**config.mk**
```make
export PLATFORM = sky130hd
export DESIGN_NAME = ilk_interlock
export DESIGN_NICKNAME = d
export VERILOG_FILES = /design/src/rtl/ilk_pkg.sv /design/src/rtl/ilk_scoreboard.sv /design/src/rtl/ilk_hazard.sv /design/src/rtl/ilk_issue_ctrl.sv /design/src/rtl/ilk_interlock.sv
export SDC_FILE = /design/constraint.sdc
export NUM_CORES = 1
export LEC_CHECK = 0
export ABC_AREA = 1
export BUFFER_PORTS_ARGS = -buffer_cell sky130_fd_sc_hd__buf_2
export CELL_PAD_IN_SITES_DETAIL_PLACEMENT = 0
export CELL_PAD_IN_SITES_GLOBAL_PLACEMENT = 1
export CORE_ASPECT_RATIO = 1.2
export CORE_MARGIN = 1.5
export CORE_UTILIZATION = 43
export CTS_CLUSTER_DIAMETER = 30
export DETAILED_ROUTE_END_ITERATION = 6
export PLACE_DENSITY = 0.93
export SLEW_MARGIN = 10
export SYNTH_ARGS = -nofsm -noshare
export SYNTH_HDL_FRONTEND = slang
export SYNTH_SLANG_ARGS = --single-unit
```
**constraint.sdc**
```tcl
create_clock -name clk -period 3.85 [get_ports clk]
set_input_delay 0.77 -clock clk [delete_from_list [all_inputs] [get_ports clk]]
set_output_delay 0.77 -clock clk [all_outputs]
set_load 0.005 [all_outputs]
```
**src/rtl/ilk_pkg.sv**
```systemverilog
package ilk_pkg;

  parameter int unsigned ILK_REG_W = 5;

  typedef struct packed {
    logic                 valid;
    logic                 wr;
    logic                 fp;
    logic [ILK_REG_W-1:0] idx;
  } sb_ent_t;

  // A register operand matters unless it is disabled or the integer zero register.
  function automatic logic operand_live(input logic en, input logic fp,
                                        input logic [ILK_REG_W-1:0] idx);
    return en && (fp || (idx != '0));
  endfunction

  function automatic logic reg_match(input sb_ent_t e, input logic fp,
                                     input logic [ILK_REG_W-1:0] idx);
    return e.valid && e.wr && (e.fp == fp) && (e.idx == idx);
  endfunction

  // Cycles from the first cycle after issue until write-back.
  function automatic int unsigned path_latency(input int unsigned ex_stages,
                                               input int unsigned mem_stages);
    return ex_stages + mem_stages;
  endfunction

endpackage

```
**src/rtl/ilk_scoreboard.sv**
```systemverilog
module ilk_scoreboard
  import ilk_pkg::*;
#(
  parameter int unsigned INT_LAT = 3,
  parameter int unsigned FP_LAT  = 5,
  parameter int unsigned DEPTH   = 5
) (
  input  logic                clk,
  input  logic                rst_n,
  input  logic                ins_en,
  input  logic                ins_fp_path,
  input  sb_ent_t             ins_ent,
  output sb_ent_t [DEPTH:1]   ent_q
);

  sb_ent_t [DEPTH:1] shifted;
  sb_ent_t [DEPTH:1] nxt;
  logic              collide;

  generate
    for (genvar k = 1; k <= DEPTH; k++) begin : g_shift
      if (k < DEPTH) begin : g_mid
        assign shifted[k] = ent_q[k+1];
      end else begin : g_top
        assign shifted[k] = '0;
      end
    end
  endgenerate

  always_comb begin
    nxt = shifted;
    if (ins_en) begin
      if (ins_fp_path) nxt[FP_LAT]  = ins_ent;
      else             nxt[INT_LAT] = ins_ent;
    end
  end

  assign collide = ins_en && (ins_fp_path ? shifted[FP_LAT].valid
                                          : shifted[INT_LAT].valid);

  always_ff @(posedge clk) begin
    if (!rst_n) ent_q <= '0;
    else        ent_q <= nxt;
  end

  assert_no_wb_collision_R5: assert property (@(posedge clk) disable iff (!rst_n)
    !collide);

  generate
    for (genvar k = 1; k <= DEPTH; k++) begin : g_chk
      assert_zero_untracked_R4: assert property (@(posedge clk) disable iff (!rst_n)
        !(ent_q[k].valid && ent_q[k].wr && !ent_q[k].fp && (ent_q[k].idx == '0)));
      if (k >= 2) begin : g_age
        assert_slot_ages_R2: assert property (@(posedge clk) disable iff (!rst_n)
          ent_q[k].valid |=> ent_q[k-1].valid);
      end
    end
  endgenerate

endmodule

```
**src/rtl/ilk_hazard.sv**
```systemverilog
module ilk_hazard
  import ilk_pkg::*;
#(
  parameter int unsigned INT_LAT = 3,
  parameter int unsigned FP_LAT  = 5,
  parameter int unsigned DEPTH   = 5
) (
  input  sb_ent_t [DEPTH:1]     ent,
  input  logic                  fp_path,
  input  logic                  a_en,
  input  logic                  a_fp,
  input  logic [ILK_REG_W-1:0]  a_idx,
  input  logic                  b_en,
  input  logic                  b_fp,
  input  logic [ILK_REG_W-1:0]  b_idx,
  input  logic                  dst_en,
  input  logic                  dst_fp,
  input  logic [ILK_REG_W-1:0]  dst_idx,
  output logic                  raw_stall,
  output logic                  waw_stall,
  output logic                  slot_stall
);

  int   lat_sel;
  logic a_live, b_live, dst_live;

  assign a_live   = operand_live(a_en, a_fp, a_idx);
  assign b_live   = operand_live(b_en, b_fp, b_idx);
  assign dst_live = operand_live(dst_en, dst_fp, dst_idx);

  always_comb begin
    lat_sel    = fp_path ? int'(FP_LAT) : int'(INT_LAT);
    raw_stall  = 1'b0;
    waw_stall  = 1'b0;
    slot_stall = 1'b0;
    for (int k = 1; k <= int'(DEPTH); k++) begin
      // any pending write, however close, blocks a read: no forwarding
      if (a_live && reg_match(ent[k], a_fp, a_idx)) raw_stall = 1'b1;
      if (b_live && reg_match(ent[k], b_fp, b_idx)) raw_stall = 1'b1;
      // entry that lands in our write-back slot after the shift
      if ((k == lat_sel + 1) && ent[k].valid) slot_stall = 1'b1;
      // older write to our destination landing after ours
      if ((k > lat_sel) && dst_live && reg_match(ent[k], dst_fp, dst_idx))
        waw_stall = 1'b1;
    end
  end

endmodule

```
**src/rtl/ilk_issue_ctrl.sv**
```systemverilog
module ilk_issue_ctrl (
  input  logic clk,
  input  logic rst_n,
  input  logic d_valid,
  input  logic raw_stall,
  input  logic waw_stall,
  input  logic slot_stall,
  input  logic br_taken,
  output logic hold,
  output logic issue,
  output logic nop,
  output logic squash
);

  logic any_hazard;

  assign any_hazard = raw_stall || waw_stall || slot_stall;
  assign squash     = br_taken;
  assign hold       = d_valid && any_hazard && !br_taken;
  assign issue      = d_valid && !any_hazard && !br_taken;
  assign nop        = !issue;

  assert_squash_wins_R8: assert property (@(posedge clk) disable iff (!rst_n)
    br_taken |-> (!issue && !hold));

  assert_hold_needs_valid_R7: assert property (@(posedge clk) disable iff (!rst_n)
    hold |-> (d_valid && nop));

endmodule

```
**src/rtl/ilk_interlock.sv**
```systemverilog
module ilk_interlock
  import ilk_pkg::*;
#(
  parameter int unsigned INT_EX_STAGES = 1,
  parameter int unsigned FP_EX_STAGES  = 3,
  parameter int unsigned MEM_STAGES    = 2
) (
  input  logic                 clk,
  input  logic                 rst_n,
  input  logic                 d_valid,
  input  logic                 d_fp_path,
  input  logic                 d_src_a_en,
  input  logic                 d_src_a_fp,
  input  logic [ILK_REG_W-1:0] d_src_a_idx,
  input  logic                 d_src_b_en,
  input  logic                 d_src_b_fp,
  input  logic [ILK_REG_W-1:0] d_src_b_idx,
  input  logic                 d_dst_en,
  input  logic                 d_dst_fp,
  input  logic [ILK_REG_W-1:0] d_dst_idx,
  input  logic                 ex_br_taken,
  output logic                 front_hold,
  output logic                 ex_nop,
  output logic                 front_squash,
  output logic                 d_issue
);

  localparam int unsigned INT_LAT = path_latency(INT_EX_STAGES, MEM_STAGES);
  localparam int unsigned FP_LAT  = path_latency(FP_EX_STAGES, MEM_STAGES);
  localparam int unsigned DEPTH   = (FP_LAT > INT_LAT) ? FP_LAT : INT_LAT;

  sb_ent_t [DEPTH:1] sb_ent;
  sb_ent_t           new_ent;
  logic              raw_stall, waw_stall, slot_stall;

  always_comb begin
    new_ent       = '0;
    new_ent.valid = 1'b1;
    new_ent.wr    = operand_live(d_dst_en, d_dst_fp, d_dst_idx);
    new_ent.fp    = d_dst_fp;
    new_ent.idx   = d_dst_idx;
  end

  ilk_scoreboard #(.INT_LAT(INT_LAT), .FP_LAT(FP_LAT), .DEPTH(DEPTH)) u_sb (
    .clk        (clk),
    .rst_n      (rst_n),
    .ins_en     (d_issue),
    .ins_fp_path(d_fp_path),
    .ins_ent    (new_ent),
    .ent_q      (sb_ent)
  );

  ilk_hazard #(.INT_LAT(INT_LAT), .FP_LAT(FP_LAT), .DEPTH(DEPTH)) u_hz (
    .ent       (sb_ent),
    .fp_path   (d_fp_path),
    .a_en      (d_src_a_en),
    .a_fp      (d_src_a_fp),
    .a_idx     (d_src_a_idx),
    .b_en      (d_src_b_en),
    .b_fp      (d_src_b_fp),
    .b_idx     (d_src_b_idx),
    .dst_en    (d_dst_en),
    .dst_fp    (d_dst_fp),
    .dst_idx   (d_dst_idx),
    .raw_stall (raw_stall),
    .waw_stall (waw_stall),
    .slot_stall(slot_stall)
  );

  ilk_issue_ctrl u_ctl (
    .clk       (clk),
    .rst_n     (rst_n),
    .d_valid   (d_valid),
    .raw_stall (raw_stall),
    .waw_stall (waw_stall),
    .slot_stall(slot_stall),
    .br_taken  (ex_br_taken),
    .hold      (front_hold),
    .issue     (d_issue),
    .nop       (ex_nop),
    .squash    (front_squash)
  );

  assert_int_slot_R2: assert property (@(posedge clk) disable iff (!rst_n)
    (d_issue && !d_fp_path) |=> sb_ent[INT_LAT].valid);

  assert_fp_slot_R3: assert property (@(posedge clk) disable iff (!rst_n)
    (d_issue && d_fp_path) |=> sb_ent[FP_LAT].valid);

endmodule

```
Word-level counts from Yosys, hierarchy flattened
Index checks and enable logic that the tools add are counted.

cells by class
  magnitude comparators = 5
  reduce and logical (&&, ||, !) cells = 80
  add/subtract/negate cells = 1
  eq/ne operators = 35
  muxes and demuxes = 24

operator list
  cell                     number
  $eq A5 B5 Y1             15
  $logic_and A1 B1 Y1      67
  $eq A3 B32 Y1 const A    2
  $eq A4 B32 Y1 const A    2
  $gt A3 B32 Y1 const A    2
  $gt A4 B32 Y1 const A    2
  $add A32 B2 Y32 const B  1
  $eq A2 B32 Y1 const A    1
  $gt A2 B32 Y1 const A    1
  $mux W8                  3
  $mux W1                  20
  $eq A1 B1 Y1             15
  $reduce_bool A5 Y1       3
  $logic_or A1 B1 Y1       5
  $logic_not A1 Y1         3
  $mux W3                  1
  $reduce_and A3 Y1        1
  $reduce_and A2 Y1        1

storage, ports and cells
  logic and storage cells = 165
  bits of input ports = 26
  flip-flop bits (word level) = 40
  output and inout port bits = 4

Depth between registers and ports, before layout
  depth in word-level cells = 20
  gate-level depth with buffers = 15
  mapped depth without buffers = 14

Cells and area by module
Synthesis repeated with hierarchy kept, for this count alone.

unflattened totals
  cells, all modules = 484
  area, all modules = 2766.4 um^2

by module, submodules not included
  module          area an instance (um^2)  times used  seq. area each (um^2)  cells an instance
  ilk_scoreboard  1411.4                   1           800.8                  169
  ilk_hazard      1278.7                   1           0.0                    298
  ilk_issue_ctrl  48.8                     1           0.0                    10
  ilk_interlock   27.5                     1           0.0                    7

Worst setup path before layout
Ideal clock, no wire load.

  path type = input to output
  from = input d_src_a_idx[3]
  to = output d_issue
  required time = 3.080 ns
  arrival = 1.875 ns
  stages = 13
  setup slack = 1.205 ns
  cells stage by stage = buf_4 inv_1 nand2_1 nand2_1 nand2_1 nor2_1 nand2_1 nand2_1 nor2_1 nand2_1 a21oi_4 nand3_4 inv_1

on the way
  word-level cells in the longest chain between the ends = 19
  elaborated cells on any way between the ends = 33

ends and longest elaborated chain
  what                                  line                  source
  start: declaration                    ilk_interlock.sv:14   input logic [ILK_REG_W-1:0] d_src_a_idx,
  $reduce_bool A5 Y1                    ilk_pkg.sv:15         return en && (fp || (idx != '0));
  $logic_or A1 B1 Y1                    ilk_pkg.sv:15
  $logic_and A1 B1 Y1                   ilk_pkg.sv:15
  $logic_and A1 B1 Y1                   ilk_hazard.sv:38      if (a_live && reg_match(ent[k], a_fp, a_idx)) raw_stall = 1'b1;
  $mux W1                               ilk_hazard.sv:38
  $mux W1                               ilk_hazard.sv:39      if (b_live && reg_match(ent[k], b_fp, b_idx)) raw_stall = 1'b1;
  $mux W1                               ilk_hazard.sv:38
  $mux W1                               ilk_hazard.sv:39
  $mux W1                               ilk_hazard.sv:38
  $mux W1                               ilk_hazard.sv:39
  $mux W1                               ilk_hazard.sv:38
  $mux W1                               ilk_hazard.sv:39
  $mux W1 (*)                           ilk_hazard.sv:38
  $mux W1 (*)                           ilk_hazard.sv:39
  $logic_or A1 B1 Y1 (*) (2 in a row)   ilk_issue_ctrl.sv:17  assign any_hazard = raw_stall || waw_stall || slot_stall;
  $logic_not A1 Y1 (*)                  ilk_issue_ctrl.sv:20  assign issue = d_valid && !any_hazard && !br_taken;
  $logic_and A1 B1 Y1 (*) (2 in a row)  ilk_issue_ctrl.sv:20
  end: declaration                      ilk_interlock.sv:25   output logic d_issue

Every way passes the cells marked *; elsewhere a longest branch is shown, timed or not.

Final worst setup path
  from = input d_dst_idx[3]
  to = output d_issue

on the way
  word-level cells in the longest chain between the ends = 15
  elaborated cells on any way between the ends = 33

ends and longest elaborated chain
  what                                  line                  source
  start: declaration                    ilk_interlock.sv:20   input logic [ILK_REG_W-1:0] d_dst_idx,
  $reduce_bool A5 Y1                    ilk_pkg.sv:15
  $logic_or A1 B1 Y1                    ilk_pkg.sv:15
  $logic_and A1 B1 Y1                   ilk_pkg.sv:15
  $logic_and A1 B1 Y1 (2 in a row)      ilk_hazard.sv:43      if ((k > lat_sel) && dst_live && reg_match(ent[k], dst_fp, dst_idx))
  $mux W1 (4 in a row)                  ilk_hazard.sv:43
  $mux W1 (*)                           ilk_hazard.sv:43
  $logic_or A1 B1 Y1 (*) (2 in a row)   ilk_issue_ctrl.sv:17
  $logic_not A1 Y1 (*)                  ilk_issue_ctrl.sv:20
  $logic_and A1 B1 Y1 (*) (2 in a row)  ilk_issue_ctrl.sv:20

Marked as above.

==> impl_metrics.ini <==
[synth]
synth_compound_area_share_pct = 9.47
syn_area_per_cell_um2 = 6.13
syn-num-nets = 440
ys_seq_area_share_pct = 31.6
ys_warn_count = 0
synth_common_cells = nand2_1 (137), inv_1 (70), nor2_1 (48)
synth-edff-count = 0
yosys_most_used_dff = dfxtp_1
syn-cell-area_mm2 = 0.00254
synth_fa_ha_area_share_pct = 0
async_reset_ff_share_pct = 0
ys_seq_elements = 40
synth_top_family_by_area = simple AND/OR/NAND/NOR gates
synth_top_area_share_pct = 31.6
synthCells = 414
yosysMostFrequentCell = nand2_1
muxShareOfSynthArea_pct = 0
yosysUniqueCellTypes = 29
yosys-top-cells-area = dfxtp_1 (32%), nand2_1 (20%), inv_1 (10%), nor2_1 (7.1%), xnor2_1 (4.8%)
synth-xor-area-share_pct = 8.29
synth_top_area_cell = dfxtp_1
synth-simple-area-share_pct = 36.7

[routing]
vias = 2491
drc = 0
dr.first_iter.drc_count = 211
drt_pass1_iterations = 4
avgRoutedWirePerCell_um = 12.8
vias_per_cell = 4.80
wirelength_um = 6660
ant_nets = 0

[setup_path]
crit_top_cell = nand2_1
critPathMaxStageDelay_ns = 0.29
path_class = primary input to primary output
arrival_ns = 2.27
crit_buf_inv = 4
slowest_stage = o21ai_0
cp_data_required_time_ns = 3.08
cp-start-kind = primary input
critPathTopFamily = compound AO/OA/AOI/OAI gates
path_max_fanout = 10
endpoint_kind = primary output
cp_cell_sequence = buf_2, inv_1, nand2_1, o21ai_0, nor2_1, nand2_1, nand2_1, a21oi_4, nand3_4, inv_1, buf_2

[floorplan]
rows = 30
die_area_mm2 = 0.00637
start_util_pct = 44.7
die_w_um = 73.1
core-area_mm2 = 0.00567
pin_count = 30
die_y_um = 87.1

[pwr]
p_leak_nw = 1.39
ir_drop_v = 0.000163
power_uw = 821
power.density_mw_per_mm2 = 295

[grt]
grtUsageTotal_pct = 22.4
gr-total-overflow = 0
grt_max_degree = 27
grt_pass1_wl_um = 10700
grt_pass1_vias = 2301
antenna_found_initial = 0

[sta]
final-setup-viol-count = 0
tns_ns = 0
rsz0062_at_grt = no
fin_crit_sh_pct = 79.0
period_minus_slack_ns = 3.04
skew_ns = 0.00377
relSlewSlack_pct = 65.4
report.final.slew_viol_count = 0
fmax_ghz = 0.329
worst_pin_slew_ns = 0.519
hold_viol = 0

[cts]
hold_buffers = 0
insertion_delay_ns = 0.30
post_cts_buffers = 0
cts_buffers = 5
cts_tree = built
ctsHtreeMaxLevel = 2
postCtsResizedCells = 0
clock-root-buffer = clkbuf_8
clock-sinks = 40
cts.clk_slew.worst_paths_ns = 0.08
clockBufferDepth = 2

[finish]
drive_gt1_share_pct = 10.5
filler_cell_count = 614
finalNetCount = 464
stdcell_count = 519
top_register = u_sb.ent_q
areaGrowthSynthToFinish_pct = 9.77
largestRegisters = u_sb.ent_q (40)
diodes = 0
largest_reg_flops = 40
final_util_pct = 49.1

[place]
port_buffers = 29
finalWeightedCongestion = 0.999
detailed_place_hpwl_um = 5200
dp_cells = 511

[hold_path]
hold_path_class = register to register

[status]
status = finished clean

[flow_run]
cap_violations = 0
area by class of cell:
| type | count | area, µm² | share of cell area, % |
|---|---|---|---|
| multi-input combinational | 290 | 1380 | 49.6 |
| tap | 80 | 100 | 3.60 |
| sequential | 40 | 801 | 28.8 |
| inverter | 72 | 270 | 9.71 |
| clock buffer | 5 | 68.8 | 2.47 |
| timing repair buffer | 29 | 145 | 5.21 |
| clock inverter | 3 | 18.8 | 0.674 |
final timing paths:
check	depth (start not counted)	slack [ns]	to	startpoint
setup / recovery	11	0.81	d_issue	d_dst_idx[3]
setup reg to reg	11	1.94	u_sb.ent_q[36]	u_sb.ent_q[25]
hold / removal	2	0.43	u_sb.ent_q[15]	u_sb.ent_q[23]
hold reg to reg	2	0.43	u_sb.ent_q[15]	u_sb.ent_q[23]
report_power, final:
part	total, mW	switching [mW]	internal [mW]
Sequential	0.427	0.00762	0.420
Combinational	0.112	0.0713	0.0403
Clock	0.282	0.155	0.126
worst min-delay path, cell delays in order (launching register included):
cell and delay [ns]:
dfxtp_1 0.31, nand2_1 0.05, inv_1 0.03
stage by stage:
stage	hold WS (ns)	instance area [µm²]	setup slack, ns
after floorplan	0.407	2540	1.20
after global placement	0.414	2700	0.834
after detailed placement	0.415	2700	0.794
after CTS	0.427	2780	0.789
after global routing	0.448	2780	0.581
final	0.426	2780	0.809
logic make-up after synthesis:
family	after synthesis
AO/OA/AOI/OAI	44
AND/OR/NAND/NOR	222
XOR/XNOR	24
flip-flops	40
buffers and inverters	84
layer usage:
layer	routed length, µm	vias to the layer above	track usage (%)
met5	0	-	0
met4	210	0	9.43
met3	295	19	3.47
met2	3170	74	38.6
met1	2990	1093	27.3
li1	-	1305	-
layout by cell type, fill, tap and decap left out, drive strengths merged:
cell    synthesis  final
clkbuf          4      5
buf             8     29
xnor2          14     14
nand3b          2      2
dfxtp          40     40
or2             3      3
o31ai           1      1
clkinv          0      3
nand4          16     16
nor2           50     50
nand2         138    138
o21ai          22     22
nand3          11     11
a21oi          18     18
nor3            2      2
o22ai           1      1
o211ai          2      2
inv            72     72
xor2           10     10
Note: power is estimated with default switching activity, not from simulation.
